==> src/rtl/cbit_pkg.sv <==
package cbit_pkg;
  typedef logic [2:0] cb_op_t;

  localparam cb_op_t CB_OR1  = 3'd0;
  localparam cb_op_t CB_AND1 = 3'd1;
  localparam cb_op_t CB_EOR1 = 3'd2;
  localparam cb_op_t CB_LDC  = 3'd3;
  localparam cb_op_t CB_STC  = 3'd4;
  localparam cb_op_t CB_NOT1 = 3'd5;

  typedef enum logic [2:0] {
    ST_IDLE, ST_READ, ST_PAUSE, ST_WRITE, ST_DONE
  } cb_state_e;

  function automatic logic op_legal(cb_op_t op);
    return op <= CB_NOT1;
  endfunction

  function automatic logic op_pause(cb_op_t op);
    return (op == CB_OR1) || (op == CB_EOR1) || (op == CB_STC);
  endfunction

  function automatic logic op_writes(cb_op_t op);
    return (op == CB_STC) || (op == CB_NOT1);
  endfunction

  // carry committed when read data arrives
  function automatic logic op_early_c(cb_op_t op);
    return (op == CB_AND1) || (op == CB_LDC);
  endfunction

  // carry committed at the end of the idle cycle
  function automatic logic op_late_c(cb_op_t op);
    return (op == CB_OR1) || (op == CB_EOR1);
  endfunction
endpackage

==> src/rtl/cbit_split.sv <==
module cbit_split #(
  parameter int ADDR_W = 13,
  parameter int IDX_W  = 3,
  localparam int OPND_W = ADDR_W + IDX_W
) (
  input  logic [OPND_W-1:0] operand_i,
  output logic [ADDR_W-1:0] addr_o,
  output logic [IDX_W-1:0]  idx_o
);
  assign addr_o = operand_i[ADDR_W-1:0];
  assign idx_o  = operand_i[OPND_W-1:ADDR_W];
endmodule

==> src/rtl/cbit_alu.sv <==
module cbit_alu
  import cbit_pkg::*;
#(
  parameter int DATA_W = 8,
  localparam int IDX_W = $clog2(DATA_W)
) (
  input  cb_op_t            op_i,
  input  logic              inv_i,
  input  logic              carry_i,
  input  logic [IDX_W-1:0]  idx_i,
  input  logic [DATA_W-1:0] byte_i,
  output logic              carry_o,
  output logic [DATA_W-1:0] byte_o
);
  logic sel_bit;
  logic new_bit;

  assign sel_bit = byte_i[idx_i];

  always_comb begin
    carry_o = carry_i;
    new_bit = sel_bit;
    case (op_i)
      CB_OR1:  carry_o = carry_i | (sel_bit ^ inv_i);
      CB_AND1: carry_o = carry_i & (sel_bit ^ inv_i);
      CB_EOR1: carry_o = carry_i ^ sel_bit;
      CB_LDC:  carry_o = sel_bit;
      CB_STC:  new_bit = carry_i;
      CB_NOT1: new_bit = ~sel_bit;
      default: ;
    endcase
  end

  for (genvar g = 0; g < DATA_W; g++) begin : g_bit
    assign byte_o[g] = (idx_i == IDX_W'(g)) ? new_bit : byte_i[g];
  end
endmodule

==> src/rtl/cbit_seq.sv <==
module cbit_seq
  import cbit_pkg::*;
(
  input  logic      clk_i,
  input  logic      rst_ni,
  input  logic      start_i,
  input  cb_op_t    op_new_i,
  input  cb_op_t    op_q_i,
  input  logic      rd_valid_i,
  output cb_state_e state_o
);
  cb_state_e state_q, state_d;

  always_comb begin
    state_d = state_q;
    case (state_q)
      ST_IDLE:  if (start_i) state_d = op_legal(op_new_i) ? ST_READ : ST_DONE;
      ST_READ:  if (rd_valid_i) begin
                  if (op_pause(op_q_i))       state_d = ST_PAUSE;
                  else if (op_writes(op_q_i)) state_d = ST_WRITE;
                  else                        state_d = ST_DONE;
                end
      ST_PAUSE: state_d = op_writes(op_q_i) ? ST_WRITE : ST_DONE;
      ST_WRITE: state_d = ST_DONE;
      ST_DONE:  state_d = ST_IDLE;
      default:  state_d = ST_IDLE;
    endcase
  end

  always_ff @(posedge clk_i or negedge rst_ni) begin
    if (!rst_ni) state_q <= ST_IDLE;
    else         state_q <= state_d;
  end

  assign state_o = state_q;
endmodule

==> src/rtl/cbit_unit.sv <==
module cbit_unit
  import cbit_pkg::*;
#(
  parameter int ADDR_W = 13,
  parameter int DATA_W = 8,
  localparam int IDX_W  = $clog2(DATA_W),
  localparam int OPND_W = ADDR_W + IDX_W
) (
  input  logic              clk_i,
  input  logic              rst_ni,
  input  logic              start_i,
  input  logic [2:0]        op_i,
  input  logic              inv_i,
  input  logic [OPND_W-1:0] operand_i,
  input  logic              carry_i,
  output logic              mem_rd_req_o,
  output logic [ADDR_W-1:0] mem_addr_o,
  output logic [IDX_W-1:0]  bit_idx_o,
  input  logic              mem_rd_valid_i,
  input  logic [DATA_W-1:0] mem_rd_data_i,
  output logic              mem_wr_req_o,
  output logic [DATA_W-1:0] mem_wr_data_o,
  output logic              carry_o,
  output logic              busy_o,
  output logic              done_o
);
  cb_state_e         state;
  logic [OPND_W-1:0] opnd_q;
  cb_op_t            op_q;
  logic              inv_q;
  logic              carry_q;
  logic [DATA_W-1:0] byte_q;
  logic [IDX_W-1:0]  idx;
  logic              start_acc, rd_acc;
  logic [DATA_W-1:0] alu_in, alu_byte;
  logic              alu_carry;

  assign start_acc = start_i && (state == ST_IDLE);
  assign rd_acc    = (state == ST_READ) && mem_rd_valid_i;

  cbit_seq u_seq (
    .clk_i      (clk_i),
    .rst_ni     (rst_ni),
    .start_i    (start_i),
    .op_new_i   (op_i),
    .op_q_i     (op_q),
    .rd_valid_i (mem_rd_valid_i),
    .state_o    (state)
  );

  cbit_split #(.ADDR_W(ADDR_W), .IDX_W(IDX_W)) u_split (
    .operand_i (opnd_q),
    .addr_o    (mem_addr_o),
    .idx_o     (idx)
  );

  assign alu_in = rd_acc ? mem_rd_data_i : byte_q;

  cbit_alu #(.DATA_W(DATA_W)) u_alu (
    .op_i    (op_q),
    .inv_i   (inv_q),
    .carry_i (carry_q),
    .idx_i   (idx),
    .byte_i  (alu_in),
    .carry_o (alu_carry),
    .byte_o  (alu_byte)
  );

  always_ff @(posedge clk_i or negedge rst_ni) begin
    if (!rst_ni) begin
      opnd_q  <= '0;
      op_q    <= CB_OR1;
      inv_q   <= 1'b0;
      carry_q <= 1'b0;
      byte_q  <= '0;
    end else begin
      if (start_acc) begin
        opnd_q  <= operand_i;
        op_q    <= op_i;
        inv_q   <= inv_i;
        carry_q <= carry_i;
      end else if ((rd_acc && op_early_c(op_q)) ||
                   ((state == ST_PAUSE) && op_late_c(op_q))) begin
        carry_q <= alu_carry;
      end
      if (rd_acc) byte_q <= mem_rd_data_i;
    end
  end

  assign bit_idx_o     = idx;
  assign mem_rd_req_o  = (state == ST_READ);
  assign mem_wr_req_o  = (state == ST_WRITE);
  assign mem_wr_data_o = (state == ST_WRITE) ? alu_byte : '0;
  assign carry_o       = carry_q;
  assign busy_o        = (state == ST_READ) || (state == ST_PAUSE) || (state == ST_WRITE);
  assign done_o        = (state == ST_DONE);
endmodule

==> config.mk <==
export PLATFORM = sky130hd
export DESIGN_NAME = cbit_unit
export DESIGN_NICKNAME = d
export VERILOG_FILES = /design/src/rtl/cbit_pkg.sv /design/src/rtl/cbit_split.sv /design/src/rtl/cbit_alu.sv /design/src/rtl/cbit_seq.sv /design/src/rtl/cbit_unit.sv
export SDC_FILE = /design/constraint.sdc
export NUM_CORES = 1
export LEC_CHECK = 0
export ABC_AREA = 1
export CAP_MARGIN = 20
export CORE_MARGIN = 2
export CORE_UTILIZATION = 45
export DETAILED_ROUTE_END_ITERATION = 16
export PLACE_DENSITY_LB_ADDON = 0.12
export SYNTH_ARGS = -nofsm -noshare
export SYNTH_HDL_FRONTEND = slang
export SYNTH_SLANG_ARGS = --single-unit
==> constraint.sdc <==
create_clock -name clk_i -period 1.95 [get_ports clk_i]
set_input_delay 0.2925 -clock clk_i [delete_from_list [all_inputs] [get_ports clk_i]]
set_output_delay 0.2925 -clock clk_i [all_outputs]
set_load 0.02 [all_outputs]
==> flow_summary.ini, run 1 <==
[floorplan]
die_w_um = 67.8
die_h_um = 67.8
start_util = 0.462
ios = 62
std_cell_rows = 23
core_area_mm2 = 0.00397
dieArea_mm2 = 0.00460

[sta]
max_freq_mhz = 429
hold_viol_final = 0
worst_slew_pin_slew_ps = 460
whs_ps = 410
slew_headroom = 0.694
setup_viol = 9
finalCritPeriodShare = 1.19
rsz0062_at_grt = yes
period_needed_ps = 2330
drv_slew = 0
setup_slack_ps = -379
skew_ps = 4.86

[grt]
overflow = 0
grt_usage = 0.231
grt_antenna_before_repair = 0
grt_first_pass_wirelength_um = 7870
grt_pass1_vias = 1833
grt_max_degree = 33

[placed_design]
dp_cells = 404
gp_congestion = 0.851
place_hpwl_um = 3540
dpl_cell_area_mm2 = 0.00273
port_buffers = 61
pre_cts_ws_ps = -876

[clock_network]
cts_buffer_depth = 2
numCtsBuffers = 5
insertion_delay_ps = 290
cts-hold-fix-buffers = 0
htreeDepth = 2
cts-root-buf = clkbuf_8
cts.sinks = 32
cts.clk_slew.worst_paths_ps = 70
cts_tree = built

[final_layout]
multiInputGateArea_um2 = 905
postLayoutCellArea_mm2 = 0.00289
drive_above_1_share = 0.249
utilization = 0.728
fill_cells = 332
area_growth_syn_to_layout_pct = 57.8
n_antenna_cell = 0
final-seq-area_um2 = 802
stdcell_count = 416
finalNetCount = 398

[route]
dr.pass1.iters = 4
drc = 0
vias = 2017
drt_iter0_markers = 94
detail-route-antenna-nets = 0
routed_via_density = 4.85
wirelength_um = 4880
routedWlPerCell_um = 11.7

[yosys]
avgSynthCellArea_um2 = 6.92
synthCells = 265
syn_area_mm2 = 0.00183
ys.warnings.count = 0
ys_ff_latch = 32
synth.distinct_cells = 22
synth_nets = 298
ys_seq_area_frac = 0.437

[worst_hold_path]
worst_hold_path_type = input pin to async pin

[critical_path]
r2r_slack_ps = -20
worstPathRequired_ps = 1660
critPathCapture = mem_wr_data_o[0]
r2r_start = u_seq.state_o[2]
crit_type = flip-flop to output port
timing.rr.end = carry_o
crit_path_cell_trace = nor3_4 -> nand3_2 -> nand2_2 -> nor2_2 -> nor2_2 -> nand2_2 -> nand3_2 -> nand2_4 -> nand3_1 -> nand2_1 -> inv_2 -> buf_4
crit_fanout = 8
cp-startpoint = u_seq.state_o[2]
endpoint_kind = output port
crit_path_max_incr_delay_ps = 450
slowest_stage = dfrtp_2
rr_worst_depth = 15
crit_path_start_kind = flip-flop
arrival_ps = 2040

[job]
max_cap_violations = 0

[power]
power.leakage_nw = 1.58
ir_drop_uv = 826
p_per_area_mw_per_mm2 = 1670

[outcome]
status = complete, but fails checks
violations = setup timing
timing repair:
item	CTS	global route
gates cloned	1	0
pin swaps	3	1
setup buffers	2	1
setup endpoints to repair	11	31
gates resized for setup	51	12
cell usage after synthesis, drive strengths merged:
master / instances / area (um^2)
dfrtp: 32 / 801
o21bai: 1 / 7.51
nand2: 100 / 395
nor2: 26 / 115
o21ai: 23 / 115
a211oi: 1 / 7.51
nand4: 3 / 18.8
clkbuf: 4 / 15.0
or2: 1 / 6.26
inv: 42 / 158
nand3: 24 / 143
buf: 1 / 5.00
a21oi: 5 / 25.0
nor3: 2 / 21.3
state kept, by name (all words and copies together), names as in the netlist:
register and cells:
u_seq.state_o 3, byte_q 8, carry_o 1, opnd_q 16, inv_q 1, op_q 3
power breakdown:
part           internal [mW]  switching (mW)
Clock                  0.285           0.257
Combinational           1.39            1.71
Sequential             0.984           0.188
Total                   2.66            2.16
worst min path at each step:
| stage | from | slack [ps] | to |
|---|---|---|---|
| 2_1_floorplan | rst_ni | -3 | byte_q[0] |
| 3_3_place_gp | opnd_q[0] | 460 | opnd_q[0] |
| 3_5_place_dp | opnd_q[10] | 460 | opnd_q[10] |
| 4_1_cts | rst_ni | 430 | byte_q[2] |
| 5_1_grt | rst_ni | 450 | opnd_q[13] |
| 6_report | rst_ni | 410 | u_seq.state_o[2] |
routing by layer:
layer	vias up	wire [um]	global-route usage
met3	7	308	0.0609
met2	55	2390	0.413
li1	1018	-	-
met4	0	72	0.0750
met1	937	2110	0.267
met5	-	0	0
final cells by class:
class / count / area share
sequential: 32 / 0.277
timing repair buffer: 97 / 0.299
clock inverter: 2 / 0.00519
clock buffer: 6 / 0.0285
multi-input combinational: 187 / 0.313
tap: 50 / 0.0216
inverter: 42 / 0.0554
stage by stage:
step	TNS (ps)	power, mW
floorplan	0	2.80
global placement	-6810	4.02
detailed placement	-7090	4.09
CTS	-2970	4.73
global route	-4740	5.23
finish	-3000	4.82
placed cells by master, fill, tap and decap left out, types with 2 or more instances in the layout:
cell type and instances:
a21oi_1 5, buf_4 41, buf_6 3, clkbuf_8 6
clkdlybuf4s50_1 48, clkinvlp_4 2, dfrtp_1 31, dlygate4sd2_1 3
inv_1 30, inv_2 11, nand2_1 91, nand2_2 8
nand3_1 16, nand3_2 7, nand3_4 2, nand4_1 3
nor2_1 21, nor2_2 4, o21ai_0 23
logic make-up (layout without fill, tap and decap cells):
logic type | count (synthesis) | in the layout | share of synthesized area
AND/OR/NAND/NOR | 156 | 157 | 0.382
buffers and inverters | 47 | 147 | 0.0969
flip-flops | 32 | 32 | 0.437
AO/OA/AOI/OAI | 30 | 30 | 0.0846
critical path, delay by kind of cell (launching register included):
kind | cells | cell delay, ps
buffers and inverters | 2 | 160
AND/OR/NAND/NOR | 10 | 1150
flip-flops | 1 | 450
(Power assumes the default switching activity.)
==> run 2, diff against run 1 <==
--- a/config.mk
+++ b/config.mk
@@ -10,7 +10,7 @@
 export CORE_MARGIN = 2
 export CORE_UTILIZATION = 45
 export DETAILED_ROUTE_END_ITERATION = 16
-export PLACE_DENSITY_LB_ADDON = 0.12
+export PLACE_DENSITY_LB_ADDON = 0.1
 export SYNTH_ARGS = -nofsm -noshare
 export SYNTH_HDL_FRONTEND = slang
 export SYNTH_SLANG_ARGS = --single-unit
==> flow_summary.ini, run 2 (synthesis results as in run 1) <==
[final_layout]
fill_cells = 284
largest_reg_flops = 16
layout_commonest_cell = nand2_1
n_antenna_cell = 0
drive_above_1_share = 0.318
area_growth_syn_to_layout_pct = 67.2
top_register = opnd_q
reg_top3 = opnd_q x16, byte_q x8
finalNetCount = 406
final_cell_mix = 82 x nand2_1, 49 x clkdlybuf4s50_1, 43 x buf_4

[floorplan]
dieArea_mm2 = 0.00460
start_util = 0.462
std_cell_rows = 23
ios = 62
die_w_um = 67.8
die_h_um = 67.8
core_area_mm2 = 0.00397

[power]
power.leakage_nw = 1.63
p_per_area_mw_per_mm2 = 1650
ir_drop_uv = 859

[route]
routedWlPerCell_um = 13.0
dr.pass1.iters = 4
routed_via_density = 4.96
drc = 0
vias = 2104
detail-route-antenna-nets = 0
wirelength_um = 5530
drt_iter0_markers = 83

[placed_design]
pre_cts_ws_ps = -886
gp_congestion = 0.912
port_buffers = 61
place_hpwl_um = 3650

[grt]
overflow = 0
grt_max_degree = 33
grt_pass1_vias = 1877
grt_antenna_before_repair = 0
grt_first_pass_wirelength_um = 7930
grt_usage = 0.233

[sta]
drv_slew = 0
rsz0062_at_grt = yes
max_freq_mhz = 405
slew_headroom = 0.684
setup_viol = 8
whs_ps = 404
setup_slack_ps = -519
hold_viol_final = 0
finalCritPeriodShare = 1.27
period_needed_ps = 2470
worst_slew_pin_slew_ps = 473
skew_ps = 16.6

[worst_hold_path]
worst_hold_path_type = input pin to async pin

[outcome]
violations = setup timing
status = complete, but fails checks

[clock_network]
insertion_delay_ps = 290
cts-hold-fix-buffers = 0
cts.sinks = 32
cts.clk_slew.worst_paths_ps = 80
htreeDepth = 2
cts_tree = built
numCtsBuffers = 5
cts_buffer_depth = 2
cts-root-buf = clkbuf_8

[critical_path]
slowest_stage = dfrtp_2
crit_path_max_incr_delay_ps = 440
endpoint_kind = output port
crit_type = flip-flop to output port
worstPathRequired_ps = 1660
rr_worst_depth = 14
cp_top_family = simple AND/OR/NAND/NOR gates
crit_fanout = 8
arrival_ps = 2180
crit_path_start_kind = flip-flop
path_depth = 13
crit_path_cell_trace = nor2_4 -> nand3_4 -> nand2_2 -> nand3_1 -> nand2_1 -> inv_1 -> nand2_2 -> nand3_2 -> nand2_4 -> nand3_2 -> nand2_1 -> inv_2 -> buf_6
crit_buf_inv = 3

[job]
max_cap_violations = 0
==> run 2: final cells by class <==
class	count	area, um^2	share of cell area
clock buffers	6	82.6	0.0269
clock inverters	2	10.0	0.00327
inverters	42	161	0.0527
multi-input cells	187	1000	0.326
flip-flops and latches	32	802	0.262
well taps	50	62.6	0.0204
repair buffers	105	947	0.309
==> run 2: final timing paths <==
path / from / endpoint / slack, ps
worst max-delay path: u_seq.state_o[2] / mem_wr_data_o[5] / -520
worst min-delay path: rst_ni / opnd_q[14] / 400
worst max register to register: u_seq.state_o[2] / carry_o / 10
worst min register to register: opnd_q[3] / opnd_q[3] / 490
max in group asynchronous: rst_ni / u_seq.state_o[2] / 1220
min in group clk_i: opnd_q[3] / opnd_q[3] / 490
==> run 2: routing by layer <==
layer,vias up,part of all wire,GRT usage
li1,1038,-,-
met1,972,0.41,0.271
met2,78,0.50,0.422
met3,16,0.062,0.0609
met4,0,0.024,0.0650
met5,-,0,0
==> run 2: repair_timing <==
| action | CTS | global route |
|---|---|---|
| buffers inserted | 2 | 5 |
| setup endpoints to repair | 11 | 13 |
| hold endpoints to repair | 0 | 0 |
| resized for setup | 48 | 45 |
| gates cloned | 1 | 0 |
| pin swaps | 4 | 19 |
==> run 2: worst reg2reg max path, stage by stage (launching register included) <==
cell and delay (ps):
dfrtp_2 440, nor2_4 220, nand4_1 220, nand3_2 120, nand2_2 70, nor2_4 130
nand2_4 80, buf_4 130, buf_4 120, nand2_1 50, nand2_1 40, nand2_1 60
nand2_1 50, nand2_1 50, nand2_1 40
==> run 2: where the power goes <==
group / internal, mW / switching, mW / total, mW
Sequential: 0.984 / 0.195 / 1.18
Combinational: 1.47 / 1.88 / 3.34
Clock: 0.282 / 0.260 / 0.542
==> run 2: stage by stage <==
step | TNS (ps) | instance area [um^2] | utilization | instances | total power [mW]
floorplan | 0 | 1830 | - | 265 | 2.80
global placement | -6550 | 2760 | 0.696 | 408 | 4.05
CTS | -3080 | 2870 | 0.723 | 419 | 4.74
global route | -4870 | 3070 | 0.772 | 424 | 5.44
detailed placement | -7120 | 2760 | 0.696 | 408 | 4.12
finish | -3900 | 3070 | 0.772 | 424 | 5.07
